<file path="src/rtl/irq_ctrl8_pkg.sv">
package irq_ctrl8_pkg;
  localparam int NumLines = 8;
  localparam int DataW    = 8;

  typedef enum logic [1:0] {
    INIT_IDLE,
    INIT_BASE,
    INIT_CASC,
    INIT_MODE
  } init_st_e;

  localparam int       CmdInitBit   = 4;
  localparam int       CmdSelBit    = 3;
  localparam int       StartSnglBit = 1;
  localparam int       StartModeBit = 0;
  localparam int       ModeAeoiBit  = 1;
  localparam logic [2:0] EoiSpecific = 3'b011;
  localparam logic [1:0] SelPending  = 2'b10;
  localparam logic [1:0] SelService  = 2'b11;
endpackage

</file>
<file path="src/rtl/irq_ctrl8_regif.sv">
module irq_ctrl8_regif
  import irq_ctrl8_pkg::*;
#(
  parameter int N      = NumLines,
  parameter int DATA_W = DataW,
  localparam int IdxW  = $clog2(N)
) (
  input  logic              clk_i,
  input  logic              rst_ni,
  input  logic              wr_en_i,
  input  logic              addr_i,
  input  logic [DATA_W-1:0] wdata_i,
  output logic [N-1:0]      imr_o,
  output logic [DATA_W-1:0] base_o,
  output logic              aeoi_o,
  output logic              rd_isr_o,
  output logic              eoi_v_o,
  output logic [IdxW-1:0]   eoi_idx_o,
  output logic              init_clr_o
);
  init_st_e          st_q;
  logic [N-1:0]      imr_q;
  logic [DATA_W-1:0] base_q;
  logic              aeoi_q, rd_isr_q, need_casc_q, need_mode_q;

  logic cmd_wr, dat_wr, is_start, is_sel, is_ocw2;
  assign cmd_wr   = wr_en_i & ~addr_i;
  assign dat_wr   = wr_en_i & addr_i;
  assign is_start = cmd_wr & wdata_i[CmdInitBit];
  assign is_sel   = cmd_wr & ~wdata_i[CmdInitBit] & wdata_i[CmdSelBit];
  assign is_ocw2  = cmd_wr & ~wdata_i[CmdInitBit] & ~wdata_i[CmdSelBit];

  assign eoi_v_o    = is_ocw2 && (wdata_i[DATA_W-1 -: 3] == EoiSpecific);
  assign eoi_idx_o  = wdata_i[IdxW-1:0];
  assign init_clr_o = is_start;

  always_ff @(posedge clk_i or negedge rst_ni) begin
    if (!rst_ni) begin
      st_q        <= INIT_IDLE;
      imr_q       <= '1;
      base_q      <= '0;
      aeoi_q      <= 1'b0;
      rd_isr_q    <= 1'b0;
      need_casc_q <= 1'b0;
      need_mode_q <= 1'b0;
    end else if (is_start) begin
      st_q        <= INIT_BASE;
      aeoi_q      <= 1'b0;
      rd_isr_q    <= 1'b0;
      need_casc_q <= ~wdata_i[StartSnglBit];
      need_mode_q <= wdata_i[StartModeBit];
    end else begin
      if (is_sel) begin
        if (wdata_i[1:0] == SelService)      rd_isr_q <= 1'b1;
        else if (wdata_i[1:0] == SelPending) rd_isr_q <= 1'b0;
      end
      if (dat_wr) begin
        unique case (st_q)
          INIT_IDLE: imr_q <= wdata_i[N-1:0];
          INIT_BASE: begin
            base_q <= wdata_i;
            if (need_casc_q)      st_q <= INIT_CASC;
            else if (need_mode_q) st_q <= INIT_MODE;
            else                  st_q <= INIT_IDLE;
          end
          INIT_CASC: st_q <= need_mode_q ? INIT_MODE : INIT_IDLE;
          INIT_MODE: begin
            aeoi_q <= wdata_i[ModeAeoiBit];
            st_q   <= INIT_IDLE;
          end
          default: st_q <= INIT_IDLE;
        endcase
      end
    end
  end

  assign imr_o    = imr_q;
  assign base_o   = base_q;
  assign aeoi_o   = aeoi_q;
  assign rd_isr_o = rd_isr_q;

  AST_INIT_MASK_HOLD: assert property (@(posedge clk_i) disable iff (!rst_ni)
    (st_q != INIT_IDLE) |=> $stable(imr_q));
endmodule

</file>
<file path="src/rtl/irq_ctrl8_prio.sv">
module irq_ctrl8_prio #(
  parameter int N     = 8,
  localparam int IdxW = $clog2(N)
) (
  input  logic [N-1:0]    irr_i,
  input  logic [N-1:0]    imr_i,
  input  logic [N-1:0]    isr_i,
  output logic            int_o,
  output logic [IdxW-1:0] win_o
);
  logic [N-1:0]    elig;
  logic            pend_v, isr_v;
  logic [IdxW-1:0] pend_idx, isr_idx;

  assign elig = irr_i & ~imr_i;

  always_comb begin
    pend_v   = 1'b0;
    pend_idx = '0;
    isr_v    = 1'b0;
    isr_idx  = '0;
    for (int i = N - 1; i >= 0; i--) begin
      if (elig[i]) begin
        pend_v   = 1'b1;
        pend_idx = IdxW'(i);
      end
      if (isr_i[i]) begin
        isr_v   = 1'b1;
        isr_idx = IdxW'(i);
      end
    end
  end

  assign int_o = pend_v && (!isr_v || (pend_idx < isr_idx));
  assign win_o = pend_idx;
endmodule

</file>
<file path="src/rtl/irq_ctrl8_core.sv">
module irq_ctrl8_core #(
  parameter int N      = 8,
  parameter int DATA_W = 8,
  localparam int IdxW  = $clog2(N)
) (
  input  logic              clk_i,
  input  logic              rst_ni,
  input  logic [N-1:0]      req_i,
  input  logic              inta_i,
  input  logic [N-1:0]      imr_i,
  input  logic              aeoi_i,
  input  logic [DATA_W-1:0] base_i,
  input  logic              eoi_v_i,
  input  logic [IdxW-1:0]   eoi_idx_i,
  input  logic              init_clr_i,
  output logic [N-1:0]      irr_o,
  output logic [N-1:0]      isr_o,
  output logic              int_o,
  output logic [DATA_W-1:0] vector_o,
  output logic              vector_valid_o
);
  logic [N-1:0]      req_q, irr_q, isr_q, rise, hit;
  logic              int_w, ack_fire;
  logic [IdxW-1:0]   win;
  logic [DATA_W-1:0] vec_q;
  logic              vval_q;

  irq_ctrl8_prio #(.N(N)) i_prio (
    .irr_i (irr_q),
    .imr_i (imr_i),
    .isr_i (isr_q),
    .int_o (int_w),
    .win_o (win)
  );

  assign ack_fire = inta_i & int_w;

  for (genvar g = 0; g < N; g++) begin : g_line
    assign rise[g] = req_i[g] & ~req_q[g];
    assign hit[g]  = ack_fire && (win == IdxW'(g));

    always_ff @(posedge clk_i or negedge rst_ni) begin
      if (!rst_ni) begin
        req_q[g] <= 1'b0;
        irr_q[g] <= 1'b0;
        isr_q[g] <= 1'b0;
      end else begin
        req_q[g] <= req_i[g];
        irr_q[g] <= (irr_q[g] | rise[g]) & req_i[g] & ~hit[g];
        if (init_clr_i)
          isr_q[g] <= 1'b0;
        else
          isr_q[g] <= (isr_q[g] & ~(eoi_v_i && (eoi_idx_i == IdxW'(g))))
                    | (hit[g] & ~aeoi_i);
      end
    end
  end

  always_ff @(posedge clk_i or negedge rst_ni) begin
    if (!rst_ni) begin
      vec_q  <= '0;
      vval_q <= 1'b0;
    end else begin
      vval_q <= inta_i;
      if (inta_i)
        vec_q <= base_i + DATA_W'(ack_fire ? win : IdxW'(N - 1));
    end
  end

  assign irr_o          = irr_q;
  assign isr_o          = isr_q;
  assign int_o          = int_w;
  assign vector_o       = vec_q;
  assign vector_valid_o = vval_q;

  AST_INT_NEEDS_REQ: assert property (@(posedge clk_i) disable iff (!rst_ni)
    int_w |-> ((irr_q & ~imr_i) != '0));
  AST_ACK_SETS_ISR: assert property (@(posedge clk_i) disable iff (!rst_ni)
    (inta_i && int_w && !aeoi_i && !init_clr_i) |=> isr_q[$past(win)]);
  AST_AEOI_NO_SET: assert property (@(posedge clk_i) disable iff (!rst_ni)
    (inta_i && aeoi_i && !eoi_v_i && !init_clr_i) |=> (isr_q == $past(isr_q)));
  AST_EOI_CLEARS: assert property (@(posedge clk_i) disable iff (!rst_ni)
    (eoi_v_i && !(ack_fire && win == eoi_idx_i)) |=> !isr_q[$past(eoi_idx_i)]);
  AST_SPUR_KEEP_ISR: assert property (@(posedge clk_i) disable iff (!rst_ni)
    (inta_i && !int_w && !eoi_v_i && !init_clr_i) |=> (isr_q == $past(isr_q)));
endmodule

</file>
<file path="src/rtl/irq_ctrl8.sv">
module irq_ctrl8
  import irq_ctrl8_pkg::*;
#(
  parameter int N      = NumLines,
  parameter int DATA_W = DataW,
  localparam int IdxW  = $clog2(N)
) (
  input  logic              clk_i,
  input  logic              rst_ni,
  input  logic              wr_en_i,
  input  logic              addr_i,
  input  logic [DATA_W-1:0] wdata_i,
  output logic [DATA_W-1:0] rdata_o,
  input  logic [N-1:0]      req_i,
  input  logic              inta_i,
  output logic              int_o,
  output logic [DATA_W-1:0] vector_o,
  output logic              vector_valid_o
);
  logic [N-1:0]      imr, irr, isr;
  logic [DATA_W-1:0] base;
  logic              aeoi, rd_isr, eoi_v, init_clr;
  logic [IdxW-1:0]   eoi_idx;

  irq_ctrl8_regif #(.N(N), .DATA_W(DATA_W)) i_regif (
    .clk_i      (clk_i),
    .rst_ni     (rst_ni),
    .wr_en_i    (wr_en_i),
    .addr_i     (addr_i),
    .wdata_i    (wdata_i),
    .imr_o      (imr),
    .base_o     (base),
    .aeoi_o     (aeoi),
    .rd_isr_o   (rd_isr),
    .eoi_v_o    (eoi_v),
    .eoi_idx_o  (eoi_idx),
    .init_clr_o (init_clr)
  );

  irq_ctrl8_core #(.N(N), .DATA_W(DATA_W)) i_core (
    .clk_i          (clk_i),
    .rst_ni         (rst_ni),
    .req_i          (req_i),
    .inta_i         (inta_i),
    .imr_i          (imr),
    .aeoi_i         (aeoi),
    .base_i         (base),
    .eoi_v_i        (eoi_v),
    .eoi_idx_i      (eoi_idx),
    .init_clr_i     (init_clr),
    .irr_o          (irr),
    .isr_o          (isr),
    .int_o          (int_o),
    .vector_o       (vector_o),
    .vector_valid_o (vector_valid_o)
  );

  assign rdata_o = addr_i ? DATA_W'(imr) : DATA_W'(rd_isr ? isr : irr);
endmodule

</file>
<file path="config.mk">
export PLATFORM = sky130hd
export DESIGN_NAME = irq_ctrl8
export DESIGN_NICKNAME = d
export VERILOG_FILES = /design/src/rtl/irq_ctrl8_pkg.sv /design/src/rtl/irq_ctrl8_regif.sv /design/src/rtl/irq_ctrl8_prio.sv /design/src/rtl/irq_ctrl8_core.sv /design/src/rtl/irq_ctrl8.sv
export SDC_FILE = /design/constraint.sdc
export NUM_CORES = 1
export LEC_CHECK = 0
export BUFFER_PORTS_ARGS = -buffer_cell sky130_fd_sc_hd__buf_2
export CAP_MARGIN = 20
export CELL_PAD_IN_SITES_DETAIL_PLACEMENT = 0
export CELL_PAD_IN_SITES_GLOBAL_PLACEMENT = 1
export CORE_ASPECT_RATIO = 0.6
export CORE_MARGIN = 5
export CORE_UTILIZATION = 40
export DETAILED_ROUTE_END_ITERATION = 8
export PLACE_DENSITY = 0.76
export SLEW_MARGIN = 5
export SYNTH_ARGS = -nofsm -noshare
export SYNTH_HDL_FRONTEND = slang
export SYNTH_SLANG_ARGS = --single-unit
</file>
<file path="constraint.sdc">
create_clock -name clk_i -period 4.35 [get_ports clk_i]
set_clock_uncertainty 0.2 [all_clocks]
set_input_delay 0.2175 -clock clk_i [delete_from_list [all_inputs] [get_ports clk_i]]
set_output_delay 0.2175 -clock clk_i [all_outputs]
set_load 0.02 [all_outputs]
</file>
==> summary.md <==
| Metric | Value |
|---|---|
| Chip width | between 100 and 150 um |
| Most frequent cells in the layout | dfrtp_1 (47), buf_2 (38), nand2_1 (27) |
| Multi-input logic area | ~1500 sq um |
| Min Hold Slack | roughly 0.012 ns |
| CTS resizes | 0 |
| VDD IR max | about 0.22 mV |
| Overflow after GRT | 0 |
| Post-route cell area | between 3000 and 4000 sq um |
| Largest net degree at the start of global routing | 56 |
| Critical Path End | i_core.vector_o[5] |
| Max Buffers Root-to-Sink | 2 |
| Share of post-route cells with drive strength above 1 | between 20% and 30% |
| Total of max-cap violations | 0 |
| DRC | 0 |
| Vias in the first global route | roughly 2200 |
| Die area | between 9000 and 10000 sq um |
| Flops & latches, synth | between 50 and 60 |
| Final Hold Fails | 0 |
| Combinational fraction of design power | a little under half |
| R2r setup slk | 0.45 ns |
| Launch point of the worst path | i_regif.imr_o[4] |
| Core area | roughly 7200 sq um |
| Port bufs | 38 |
| R2r startpoint | i_regif.imr_o[4] |
| Crit path DAT | 3.86 ns |
| Primary FF master, synth | dfrtp_1 |
| Place WS | a little over 0.5 ns |
| Clock tree sinks | 55 |
| Initial Utilization | between 40% and 50% |
| Cells after Synth | roughly 280 |
| Dpl hpwl | 5570 um |
| Netlist Area Pre-Place | 2960 sq um |
| Yosys warning count | 0 |
| Area growth syn-to-layout | 19.3% |
| Total area of sequential cells | ~1400 sq um |
| Crit end category | flop |
| H-tree depth | 2 |
| Initial antenna violation count | 0 |
| Setup TNS | 0 ns |
| Most common cell after layout, fill and taps aside | dfrtp_1 |
| WL per Instance | about 17 um |
| CTS buffer count | 5 |
| Switch Pwr | 1.07 mW |
| R2R cell count | 15 |
| Diode count | 0 |
| Max Fclk | 257 MHz |
| Final wirelength | between 7000 and 8000 um |
| Async SR Flop Fraction | 100% |
| Min setup slack post-route | roughly 0.45 ns |
| Mean Syn Cell Area | approximately 11 sq um |
| Count of final setup violators | 0 |
| Tcrit/Tclk final | between 80% and 90% |
| Post-CTS Hold Buffers | 9 |
| First-pass GRT wire length | between 10000 and 15000 um |
| Clock period minus worst slack | a little under 4 ns |
| Worst Hold Class | in2reg |
| Distinct cell type count after synthesis | 61 |
| Post-place instance area | between 3000 and 4000 sq um |
| Pwr Total | between 2 and 3 mW |
| Total GRT Usage | around 17% |
| Sequential area share after synthesis | a little under half |
| Clock power frac | between 10% and 20% |
| Iter 0 DRT Violations | 122 |
| RSZ-0062 raised after global routing | false |
| Reg power frac | 33.6% |
| Setup Buffers After CTS | 0 |
| Int Power | roughly 1.6 mW |
| Slew headroom | between 50% and 60% |
| Final net count | between 300 and 400 |
| Die height | around 77 um |
| Switching fraction of total power | 40.2% |
| Crit path kind | reg2reg |
| Slew @ Worst Pin | 0.717 ns |
| WP data required | between 4 and 5 ns |
| Fin. max-slew vios | 0 |
| CTS root buf | clkbuf_16 |
| Vias per cell | about 5.3 |
| Clock slew at reported path FFs | 0.07 ns |
| Fillers | between 600 and 700 |
| Max Fanout on Critical Path | 8 |
| CTS tree | built |
| Pwr/cell area | about 760 nW/um^2 |
| EDFF count, synth | 0 |
| Drt first pass iters | 4 |
| Io pins | 39 |
| Num rows | 24 |
| Reg2reg end | i_core.vector_o[5] |
| Vias | between 2000 and 2500 |
| Syn nets | about 310 |
| Crit start category | flop |
| Gpl congestion | a little over 0.9 |
| Clk_lat worst skew | about 0.3 ns |
| P_leak | 1.54 nW |
| Status | finished, final reports clean |
| Routed Antenna Nets | 0 |
==> synth_stat cells, types with 2 or more instances <==
| cell type | n | area (sq um) |
|---|---|---|
| a31o_1 | 2 | 17.5 |
| nand2_1 | 27 | 101 |
| mux2i_1 | 10 | 100 |
| o41ai_1 | 4 | 35.0 |
| mux2_2 | 18 | 203 |
| a22oi_1 | 2 | 15.0 |
| ha_1 | 5 | 62.6 |
| nor2_1 | 18 | 67.6 |
| xor2_1 | 2 | 17.5 |
| nand2b_2 | 2 | 17.5 |
| nor3_1 | 2 | 10.0 |
| o311a_1 | 2 | 20.0 |
| nand4b_1 | 3 | 26.3 |
| buf_2 | 2 | 10.0 |
| xnor2_1 | 4 | 35.0 |
| nand2b_1 | 6 | 37.5 |
| o211ai_1 | 4 | 30.0 |
| inv_1 | 15 | 56.3 |
| o21a_1 | 2 | 15.0 |
| nor2b_1 | 4 | 25.0 |
| dfstp_2 | 8 | 210 |
| o21ai_0 | 25 | 125 |
| nand2b_4 | 2 | 27.5 |
| a41oi_1 | 4 | 35.0 |
| a21oi_1 | 10 | 50.1 |
| clkbuf_1 | 6 | 22.5 |
| dfrtp_1 | 47 | 1180 |
| nand3_1 | 7 | 35.0 |
| o311ai_0 | 2 | 17.5 |
| nand4_1 | 2 | 12.5 |
==> state kept, by name, indices dropped and copies added, names as in the netlist <==
register / count
i_core.irr_o: 8
i_core.isr_o: 8
i_core.req_q: 8
i_core.vector_o: 8
i_core.vector_valid_o: 1
i_regif.aeoi_o: 1
i_regif.base_o: 8
i_regif.imr_o: 8
i_regif.need_casc_q: 1
i_regif.need_mode_q: 1
i_regif.rd_isr_o: 1
i_regif.st_q: 2
==> kinds of logic after synthesis <==
group,after synthesis,synth area share (%)
AND/OR/NAND/NOR,84,16.4
AO/OA/AOI/OAI,73,18.0
XOR/XNOR,6,1.78
adder cells (fa/ha/maj),6,2.79
flip-flops,55,46.9
multiplexers,28,10.2
buffers and inverters,26,3.89
==> worst max-delay path, stage by stage, from the launching register on <==
cell	delay, ns
dfstp_2	0.58
nand2b_1	0.14
nand4b_1	0.19
nand2b_1	0.36
inv_4	0.09
ha_1	0.32
a211oi_1	0.23
o21a_1	0.22
a21o_2	0.21
nand3_1	0.09
ha_1	0.28
a21o_1	0.19
a21oi_1	0.30
nor2_1	0.11
xnor2_1	0.16
a21oi_1	0.09
==> cell type report <==
cell class	count	share of cell area, %
inverter	17	2.02
timing repair buffer	49	8.37
multi-input combinational	197	41.3
sequential	55	39.3
clock buffer	6	3.65
clock inverter	2	1.70
tap	104	3.69
==> stage by stage <==
| step | instances | util, % |
|---|---|---|
| after detailed placement | 413 | 44.9 |
| after floorplan | 278 | - |
| after CTS | 430 | 48.7 |
| after global placement | 413 | 44.9 |
| final | 430 | 48.7 |
| after global routing | 430 | 48.7 |
==> routing by layer <==
layer / up-vias / wire length, um / GRT usage, %
met1: 1078 / 3880 / 27.1
met5: - / 0 / 0
met3: 13 / 515 / 4.15
li1: 1097 / - / -
met2: 72 / 2830 / 22.7
met4: 0 / 82 / 3.62
==> power groups by stage <==
stage	Sequential (mW)	Clock, mW	Combinational [mW]
after floorplan	0.877	0	0.953
after global placement	0.906	0	1.25
after detailed placement	0.905	0	1.26
after CTS	0.897	0.526	1.27
after global routing	0.928	0.547	1.40
final	0.898	0.510	1.26
==> how the worst min path moves through the flow <==
stage,start,endpoint,slack [ns],cells past startpoint
after floorplan,rst_ni,i_core.irr_o[0],-0.28,0
after global placement,req_i[1],i_core.req_q[1],0.14,1
after detailed placement,req_i[6],i_core.req_q[6],0.14,1
after CTS,wdata_i[7],i_regif.imr_o[7],0.007,2
after global routing,wdata_i[6],i_regif.base_o[6],0.009,2
final,wdata_i[7],i_regif.base_o[7],0.01,2
(Power assumes the default switching activity.)
